`config.mk`:
```
export PLATFORM = sky130hd
export DESIGN_NAME = sym_fir_overclock
export DESIGN_NICKNAME = d
export VERILOG_FILES = /design/src/rtl/sym_fir_overclock.sv
export SDC_FILE = /design/constraint.sdc
export NUM_CORES = 1
export LEC_CHECK = 0
export ABC_AREA = 0
export BUFFER_PORTS_ARGS = -buffer_cell sky130_fd_sc_hd__buf_2
export CAP_MARGIN = 20
export CELL_PAD_IN_SITES_DETAIL_PLACEMENT = 0
export CELL_PAD_IN_SITES_GLOBAL_PLACEMENT = 2
export CORE_MARGIN = 1.5
export CORE_UTILIZATION = 50
export CTS_BUF_LIST = sky130_fd_sc_hd__clkbuf_8
export DETAILED_ROUTE_END_ITERATION = 6
export PLACE_DENSITY = 0.94
export SKIP_LAST_GASP = 1
export SLEW_MARGIN = 20
export SYNTH_ARGS = -nofsm -noshare
export SYNTH_HDL_FRONTEND = slang
export SYNTH_SLANG_ARGS = --single-unit
```
`constraint.sdc`:
```
create_clock -name clk -period 25.4 [get_ports clk]
set_input_delay 5.08 -clock clk [delete_from_list [all_inputs] [get_ports clk]]
set_output_delay 5.08 -clock clk [all_outputs]
set_load 0.1 [all_outputs]
```
`src/rtl/sym_fir_overclock.sv`:
```
module sym_fir_overclock #(
  parameter int K  = 3,
  parameter int M  = 4,
  parameter int ODD = 0,
  parameter int DW = 12,
  parameter int CW = 10,
  parameter logic [K*M*CW-1:0] COEFS = {(K*M){{(CW-3){1'b0}}, 3'b101}},
  parameter int OW = DW + CW + 2 + $clog2(K*M)
) (
  input  logic                 clk,
  input  logic                 rst_n,
  input  logic                 in_valid,
  input  logic signed [DW-1:0] in_data,
  output logic                 out_valid,
  output logic signed [OW-1:0] out_data
);
  localparam int NT = 2*K*M - ODD;
  localparam int PW = $clog2(M);

  logic signed [DW-1:0] line [NT];
  logic [PW-1:0] up, dn;
  logic busy;
  logic signed [OW-1:0] term, p, acc;
  logic pv, pfirst, plast;
  logic signed [DW:0]   pa;
  logic signed [CW-1:0] cf;

  always_ff @(posedge clk) begin
    if (!rst_n) begin
      for (int i = 0; i < NT; i++) line[i] <= '0;
    end else if (in_valid) begin
      line[0] <= in_data;
      for (int i = 1; i < NT; i++) line[i] <= line[i-1];
    end
  end

  always_ff @(posedge clk) begin
    if (!rst_n) begin
      busy <= 1'b0;
      up   <= '0;
      dn   <= '0;
    end else if (in_valid) begin
      busy <= 1'b1;
      up   <= '0;
      dn   <= PW'(M-1);
    end else if (busy) begin
      if (up == PW'(M-1)) busy <= 1'b0;
      else begin
        up <= up + 1'b1;
        dn <= dn - 1'b1;
      end
    end
  end

  always_comb begin
    term = '0;
    pa   = '0;
    cf   = '0;
    for (int s = 0; s < K; s++) begin
      pa = {line[s*M + int'(up)][DW-1], line[s*M + int'(up)]}
         + {line[NT-M-s*M + int'(dn)][DW-1], line[NT-M-s*M + int'(dn)]};
      cf = COEFS[(s*M + int'(up))*CW +: CW];
      term = term + OW'(pa * cf);
    end
  end

  always_ff @(posedge clk) begin
    if (!rst_n) begin
      pv        <= 1'b0;
      pfirst    <= 1'b0;
      plast     <= 1'b0;
      p         <= '0;
      acc       <= '0;
      out_valid <= 1'b0;
      out_data  <= '0;
    end else begin
      pv     <= busy;
      pfirst <= busy && (up == '0);
      plast  <= busy && (up == PW'(M-1));
      p      <= term;
      if (pv) acc <= pfirst ? p : acc + p;
      out_valid <= pv && plast;
      if (pv && plast) out_data <= acc + p;
    end
  end
endmodule

```
==> out/metrics.cfg, run 1 <==
[status]
outcome=complete, no violations

[floorplan]
std_cell_rows=76
die_width_um=212
coreArea_um2=43200
initial_utilization_pct=50.7
die-area_um2=45000
die_h_um=212
io_pins=44

[logic_synthesis]
synthFlopType=edfxtp_1
netlist_instances=1780
synth_nets=2023
async_reset_ff_share_pct=0
ys_seq_elements=380
synth-edff-count=288
synth.area.top_cells=edfxtp_1 (40%), ha_1 (10%), dfxtp_1 (8.4%)
syn_area_per_cell_um2=12.3
syn_area_um2=21900
ys_warn_count=0
yosysUniqueCellTypes=77
yosysTopAreaCell=edfxtp_1
synth_top_area_share_pct=39.5
seq_area_frac_synth_pct=47.9

[timing]
rsz0062_at_grt=false
max_freq_mhz=114
worst_pin_slew_ns=1.08
finalCritPeriodShare_pct=34.5
finalMaxSlewViolations=0
fin_skew_ns=0.0238
fin_setup_tns_ns=0
timing.final.hold_violations=0
setup_violations=0
timing.final.ws_setup_ns=16.63
relSlewSlack_pct=27.7
layout_min_cycle_time_ns=8.77

[final_layout]
area_delta_synth_final_pct=9.07
finish.utilization_pct=55.3
fill_cells=3665
post-route-cell-area_um2=23900
drive_gt1_share_pct=13.1
final_nets=2050

[clock_tree]
clk_path_buf_depth=3
cts_resized=0
cts_root_buf=clkbuf_8
cts.sinks=380
path_clk_slew_ns=0.06
numCtsBuffers=70
insertion_delay_ns=0.64
postCtsSetupBuffers=0
postCtsHoldBufs=0
htree_levels=3
cts_tree=built

[routing]
routed_wirelength_um=44400
drt_iter0_markers=993
vias=13700
drc_errors=0
antenna_left=0
wl_per_cell_um=18.2
first_pass_iters=5
routed_via_density=5.62

[critical_path]
crit_slowest_cell=dfxtp_2
crit_top_cell=ha_1
crit_arrival_ns=9.32
crit_path_end_kind=flip-flop
critPathRequiredTime_ns=25.95
slowest_delay_ns=0.69
cp-start-kind=flip-flop
path_max_fanout=23
critPathKind=reg2reg

[place]
dp_slack_ns=16.56
dp_hpwl_um=28900
io_buffers=43
place_congestion=0.813
post_dp_cell_area_um2=22500

[pwr]
power.leakage_nw=10.8
peakVddDrop_mv=0.171
powerDensity_nw_per_um2=144
fin_total_pwr_mw=3.43

[grt]
first_global_vias=13600
grt_max_degree=261
antenna_found_initial=1
grt_usage_pct=20.3
grt_pass1_wl_um=71800
overflow=0

[flow_run]
drv_cap=0

[hold_path]
hp-class=reg2reg

-- state kept, by name, indices dropped and copies added, names as in the netlist, named ones only --
| name | flops |
|---|---|
| acc | 28 |
| busy | 1 |
| dn | 2 |
| line | 288 |
| out_data | 28 |
| out_valid | 1 |
| p | 25 |
| pfirst | 1 |
| plast | 1 |
| pv | 1 |
| up | 2 |
-- worst max-delay path: cells and delay by family (launching register included) --
kind | cells | cell delay, ns
buf+inv | 4 | 0.71
mux | 1 | 0.58
simple gates | 7 | 1.32
compound gates | 7 | 1.47
xor+xnor | 1 | 0.42
fa+ha+maj | 10 | 3.45
flops | 1 | 0.69
-- layout make-up --
class	instances	area (µm²)	share of cell area, %
Antenna cell	1	2.50	0.0105
Clock buffer	77	1060	4.44
Clock inverter	46	244	1.02
Inverter	114	428	1.79
Multi-Input combinational cell	1187	10600	44.2
Sequential cell	380	10500	44.0
Tap cell	585	732	3.07
Timing Repair Buffer	54	354	1.48
-- placed cells by master, fill, tap and decap left out, types with 13 or more instances in the layout --
| master | n |
|---|---|
| edfxtp_1 | 288 |
| and3_1 | 226 |
| ha_1 | 175 |
| inv_1 | 141 |
| and2_1 | 99 |
| nand2_1 | 94 |
| dfxtp_1 | 88 |
| clkbuf_8 | 78 |
| mux4_2 | 72 |
| a21oi_1 | 56 |
| fa_1 | 53 |
| xnor2_1 | 51 |
| o21ai_0 | 50 |
| nor2_1 | 43 |
| buf_2 | 41 |
| xor2_1 | 23 |
| nor2b_1 | 22 |
| nor3_1 | 19 |
| o211a_1 | 19 |
| nand3_1 | 18 |
| mux2i_1 | 18 |
| a21o_1 | 16 |
| o21a_1 | 15 |
| a21boi_0 | 14 |
| o211ai_1 | 13 |
-- metal layers --
layer | vias up | track usage [%] | part of all wire (%)
met5 | - | 0 | 0
met4 | 0 | 6.29 | 2.1
met3 | 73 | 3.84 | 4.5
met2 | 297 | 32.2 | 47
met1 | 6775 | 28.3 | 47
li1 | 6581 | - | -
-- where the power goes --
part	internal (mW)	switching, mW
clock network	0.290	0.268
logic	0.961	1.13
registers	0.741	0.0363
total	1.99	1.44
-- final timing paths --
check                                          startpoint                         to  slack [ns]  cells after the start
worst max-delay path                   dn[0]$_SDFFE_PN0P_           p[19]$_SDFF_PN0_       16.63                     30
worst min-delay path            out_data[21]$_SDFFE_PN0P_  out_data[21]$_SDFFE_PN0P_        0.46                      2
worst max register to register         dn[0]$_SDFFE_PN0P_           p[19]$_SDFF_PN0_       16.63                     30
worst min register to register  out_data[21]$_SDFFE_PN0P_  out_data[21]$_SDFFE_PN0P_        0.46                      2
-- metrics by stage --
stage / hold WS [ns] / cells
final: 0.456 / 2444
after global routing: 0.484 / 2444
after CTS: 0.463 / 2442
after detailed placement: 0.455 / 2319
after global placement: 0.445 / 2319
after floorplan: 0.451 / 1780
-- synthesized netlist by cell type, types with 3 or more instances --
library cell,n
edfxtp_1,288
and3_1,226
ha_1,175
inv_1,114
and2_1,99
nand2_1,95
dfxtp_1,92
clkbuf_1,83
mux4_2,72
a21oi_1,56
fa_1,53
xnor2_1,51
o21ai_0,50
nor2_1,43
xor2_1,23
nor2b_1,22
nor3_1,19
o211a_1,19
mux2i_1,18
nand3_1,18
a21o_1,16
o21a_1,15
a21boi_0,14
o211ai_1,13
buf_1,9
o21bai_1,9
nand2b_1,5
nor3b_1,5
o21ai_1,4
o31a_1,4
a21boi_1,3
a31oi_1,3
clkbuf_8,3
nor4b_1,3
or3_1,3
-- cells by family after synthesis --
logic type / share of synthesized area [%]
buffers and inverters: 3.88
muxes: 8.23
DFF: 47.9
xor gates and xnor gates: 2.96
AOI/OAI and AO/OA: 7.92
and+or+nand+nor: 14.2
adders and majority gates: 14.8
(Power assumes the default switching activity.)
==> run 2: changes to the inputs <==
CORE_UTILIZATION = 46   (was 50)
PLACE_DENSITY = 0.87   (was 0.94)
clock period = 8.07 ns   (was 25.4 ns; I/O delays follow)
==> out/metrics.cfg, run 2 (synthesized netlist as in run 1, its figures left out) <==
[timing]
max_freq_mhz=129  ; +14%
worst_pin_slew_ns=1.09  ; +0.00639 ns
finalMaxSlewViolations=0  ; unchanged
holdWs_ns=0.456  ; +0.000310 ns
relSlewSlack_pct=27.3  ; -0.43 points
layout_min_cycle_time_ns=7.73  ; -1.04 ns
finalCritPeriodShare_pct=95.7  ; +61 points
fin_setup_tns_ns=0  ; unchanged
setup_violations=0  ; unchanged
timing.final.hold_violations=0  ; unchanged
fin_skew_ns=0.0253  ; +0.00143 ns

[final_layout]
largest_register=line
drive_gt1_share_pct=14.2  ; +1.1 points
final_nets=2067  ; +0.83%
final_common_cell=edfxtp_1
diodes=0  ; -1
top_regs=line x288, acc x28, out_data x28
area_delta_synth_final_pct=9.75
largest_reg_flops=288  ; unchanged
final_cell_mix=edfxtp_1 (288), and3_1 (226), ha_1 (175), inv_1 (142), and2_1 (99)

[place]
io_buffers=43  ; unchanged
place_congestion=0.815  ; +0.22%
dp_hpwl_um=29600  ; +2.7%

[critical_path]
critPathRequiredTime_ns=8.63  ; -17.32 ns
critPathKind=reg2reg
path_max_fanout=6  ; -74%
crit_path_end_kind=flip-flop
crit_arrival_ns=8.29  ; -1.03 ns
cp-start-kind=flip-flop

[routing]
first_pass_iters=6  ; +1
drt_iter0_markers=1133  ; +14%
routed_via_density=5.47  ; -2.7%
antenna_left=0  ; unchanged
routed_wirelength_um=44200  ; -0.40%
wl_per_cell_um=17.8  ; -1.9%
drc_errors=0  ; unchanged
vias=13600  ; -1.2%

[floorplan]
std_cell_rows=79  ; +3.9%
io_pins=44  ; unchanged
die_width_um=221  ; +4.2%
die_h_um=221  ; +4.2%
coreArea_um2=46800  ; +8.3%
die-area_um2=48900  ; +8.6%
initial_utilization_pct=46.8  ; -3.9 points

[clock_tree]
htree_levels=3  ; unchanged
cts_root_buf=clkbuf_8
numCtsBuffers=67  ; -4.3%
clk_path_buf_depth=3  ; unchanged
cts.sinks=380  ; unchanged
insertion_delay_ns=0.64  ; about the same
cts_tree=built
path_clk_slew_ns=0.06  ; about the same

[grt]
first_global_vias=13700  ; +0.81%
grt_usage_pct=18.5  ; -1.8 points
overflow=0  ; unchanged
grt_max_degree=250  ; -4.2%
antenna_found_initial=0  ; -1
grt_pass1_wl_um=72900  ; +1.4%

[flow_run]
drv_cap=0  ; unchanged

[hold_path]
hp-class=reg2reg

[status]
outcome=complete, no violations

-- run 2: cell type report --
type	instances	area (µm²)
Clock buffer	72	991
Fill cell	4122	22700
Clock inverter	47	203
Multi-Input combinational cell	1187	10600
Timing Repair Buffer	74	520
Sequential cell	380	10500
Inverter	114	428
Tap cell	607	759
-- run 2: worst paths after layout --
| check | slack, ns | startpoint | endpoint | cells past startpoint |
|---|---|---|---|---|
| min | 0.46 | out_data[21]$_SDFFE_PN0P_ | out_data[21]$_SDFFE_PN0P_ | 2 |
| max | 0.34 | up[0]$_SDFFE_PP0P_ | p[19]$_SDFF_PN0_ | 27 |
| max reg2reg | 0.34 | up[0]$_SDFFE_PP0P_ | p[19]$_SDFF_PN0_ | 27 |
| min reg2reg | 0.46 | out_data[21]$_SDFFE_PN0P_ | out_data[21]$_SDFFE_PN0P_ | 2 |
-- run 2: layer usage --
metal  up-vias  GRT usage (%)  wire, µm
met5         -              0         0
met4         0           6.50       904
met3        57           3.33      2080
met2       276           29.1     20400
met1      6612           25.9     20900
li1       6616              -         -
-- run 2: critical path, cell delays in order, from the launching register on --
cell and delay [ns]:
dfxtp_4 0.40, mux4_2 0.51, ha_1 0.24, fa_1 0.41, a21o_1 0.20, a21oi_2 0.18
nor2b_1 0.06, o21a_1 0.21, o41ai_4 0.45, o21bai_2 0.14, a21oi_2 0.16, xnor2_1 0.12
ha_1 0.25, ha_1 0.30, fa_1 0.47, fa_1 0.52, fa_1 0.55, inv_1 0.06
fa_1 0.52, inv_1 0.04, ha_1 0.34, and3_1 0.18, and3_1 0.16, and4bb_2 0.34
nor3_1 0.08, o31a_1 0.32, or3_1 0.31, a21boi_1 0.14
-- run 2: repair_timing --
item	CTS	global route
setup buffers	0	9
endpoints found under the setup margin	0	9
hold buffers	0	0
resized for setup	0	22
-- run 2: stage by stage --
| step | cell area (µm²) | utilization, % | setup slack, ns | std cells |
|---|---|---|---|---|
| after floorplan | 21900 | - | 0.0561 | 1780 |
| after global placement | 22700 | 48.5 | 0.223 | 2353 |
| after detailed placement | 22700 | 48.5 | 0.0912 | 2353 |
| after CTS | 23900 | 51.1 | 0.0861 | 2472 |
| after global routing | 24000 | 51.4 | -0.0200 | 2481 |
| final | 24000 | 51.4 | 0.344 | 2481 |
Power of run 2 is not shown: default switching activity piles up to over one toggle a cycle in this logic, so the estimate is an artifact.
==> run 3: changes to the inputs <==
BUFFER_PORTS_ARGS = not set   (was -buffer_cell sky130_fd_sc_hd__buf_2)
CORE_UTILIZATION = 47   (was 46)
DONT_BUFFER_PORTS = 1   (was not set)
PLACE_DENSITY = 0.88   (was 0.87)
==> out/metrics.cfg, run 3 (synthesized netlist as in run 1, its figures left out) <==
[critical_path]
crit_arrival_ns=8.25  ; -0.04 ns
cp-start-kind=flip-flop
ff2ff_path_depth=28  ; +3.7%
worst-path-buf-inv=3  ; +1
path_delay_family=adder cells
crit_top_cell=fa_1
path_depth=28  ; +3.7%
critPathKind=reg2reg
slowest_delay_ns=0.55  ; about the same
crit_slowest_cell=fa_1
crit_path_end_kind=flip-flop
path_max_fanout=5  ; -1
critPathRequiredTime_ns=8.62  ; about the same
ff2ff_setup_slack_ns=0.37  ; +0.02 ns

[timing]
worst_pin_slew_ns=1.03  ; -0.0600 ns
setup_violations=0  ; unchanged
finalCritPeriodShare_pct=95.5  ; -0.26 points
finalMaxSlewViolations=0  ; unchanged
timing.final.hold_violations=0  ; unchanged
max_freq_mhz=130  ; +0.27%
relSlewSlack_pct=31.3  ; +4.0 points
fin_skew_ns=0.0239  ; -0.00135 ns
layout_min_cycle_time_ns=7.70  ; -0.0210 ns

[flow_run]
drv_cap=0  ; unchanged

[place]
post_dp_cell_area_um2=22400  ; -1.2%
io_buffers=0  ; -100%
dp_hpwl_um=28800  ; -2.8%
place_congestion=0.777  ; -4.6%
dp_cells=2302  ; -2.2%

[grt]
overflow=0  ; unchanged
antenna_found_initial=0  ; unchanged
grt_max_degree=378  ; +51%
grt_usage_pct=19.3  ; +0.74 points
first_global_vias=13600  ; -1.1%
grt_pass1_wl_um=72900  ; about the same

[final_layout]
top_regs=line x288, acc x28, out_data x28
largest_reg_flops=288  ; unchanged
diodes=0  ; unchanged
fill_cells=3965  ; -3.8%
fin_cells=2434  ; -1.9%
final_cell_mix=edfxtp_1 (288), and3_1 (226), ha_1 (173), inv_1 (138), and2_1 (99)
largest_register=line
final_nets=2025  ; -2.0%
area_delta_synth_final_pct=9.02
final_common_cell=edfxtp_1
post-route-cell-area_um2=23900  ; -0.67%
drive_gt1_share_pct=12.5  ; -1.7 points

[floorplan]
die_width_um=219  ; -1.1%
io_pins=44  ; unchanged
std_cell_rows=78  ; -1.3%
die-area_um2=47900  ; -2.1%
initial_utilization_pct=47.9  ; +1.1 points
die_h_um=219  ; -1.1%
coreArea_um2=45700  ; -2.3%

[routing]
drc_errors=0  ; unchanged
routed_wirelength_um=44600  ; +0.88%
vias=13400  ; -0.84%
wl_per_cell_um=18.3  ; +2.8%
routed_via_density=5.52  ; +1.1%
first_pass_iters=4  ; -2
antenna_left=0  ; unchanged
drt_iter0_markers=1105  ; -2.5%

[hold_path]
holdPathStages=1  ; -1
hp-class=reg2reg

[status]
outcome=complete, no violations

[clock_tree]
cts.sinks=380  ; unchanged
path_clk_slew_ns=0.06  ; about the same
clk_path_buf_depth=3  ; unchanged
cts_root_buf=clkbuf_8
htree_levels=3  ; unchanged
postCtsHoldBufs=0  ; unchanged
numCtsBuffers=67  ; unchanged
cts_tree=built
insertion_delay_ns=0.64  ; about the same

[run 3: cell types whose count changed in the layout (fill, tap and decap cells not counted), sizes merged]
cell	previous run	this run
clkbuf	73	74
clkinv	15	18
bufinv	0	2
buf	73	31
inv	145	141
[run 3: through the flow]
| step | hold slack [ns] | worst slack (ns) | util [%] | setup TNS [ns] |
|---|---|---|---|---|
| 2_1_floorplan | 0.451 | 0.0561 | - | 0 |
| 3_3_place_gp | 0.463 | 0.204 | 49.1 | 0 |
| 3_5_place_dp | 0.473 | 0.0956 | 49.1 | 0 |
| 6_report | 0.481 | 0.365 | 52.3 | 0 |
| 5_1_grt | 0.495 | -0.0188 | 52.3 | -0.0188 |
| 4_1_cts | 0.480 | 0.00782 | 51.9 | 0 |
[run 3: worst reg2reg max path: cells and delay by family, from the launching register on]
kind | cells | cell delay, ns
AND/OR/NAND/NOR | 6 | 1.12
multiplexers | 1 | 0.48
AO/OA/AOI/OAI | 8 | 1.71
buffers and inverters | 3 | 0.32
XOR/XNOR | 1 | 0.15
adder cells (fa/ha/maj) | 9 | 3.45
flip-flops | 1 | 0.39
[run 3: final timing paths]
kind                                                 from                   to
worst max-delay path            line[11][0]$_SDFFCE_PN0P_     p[19]$_SDFF_PN0_
worst min-delay path                  acc[0]$_SDFFE_PN0P_  acc[0]$_SDFFE_PN0P_
worst max register to register  line[11][0]$_SDFFCE_PN0P_     p[19]$_SDFF_PN0_
worst min register to register        acc[0]$_SDFFE_PN0P_  acc[0]$_SDFFE_PN0P_
[run 3: layer usage]
layer	track usage (%)	part of all wire, %	up-vias
li1	-	-	6544
met1	27.3	47	6593
met2	29.9	46	246
met3	3.94	4.6	64
met4	5.55	1.9	0
met5	0	0	-
[run 3: repair_timing]
item | 4_1_cts | 5_1_grt
endpoints found under the hold margin | 0 | 0
resized for setup | 0 | 20
buffers inserted | 0 | 10
endpoints found under the setup margin | 0 | 10
[run 3: cell type report]
cell class,instances,area [µm²],area share [%]
clock buffers,73,1000,4.21
repair buffers,32,294,1.23
inverters,114,428,1.79
multi-input cells,1187,10600,44.5
well taps,600,751,3.15
clock inverters,48,262,1.10
flip-flops and latches,380,10500,44.0
Power of run 3 is left out for the same reason.
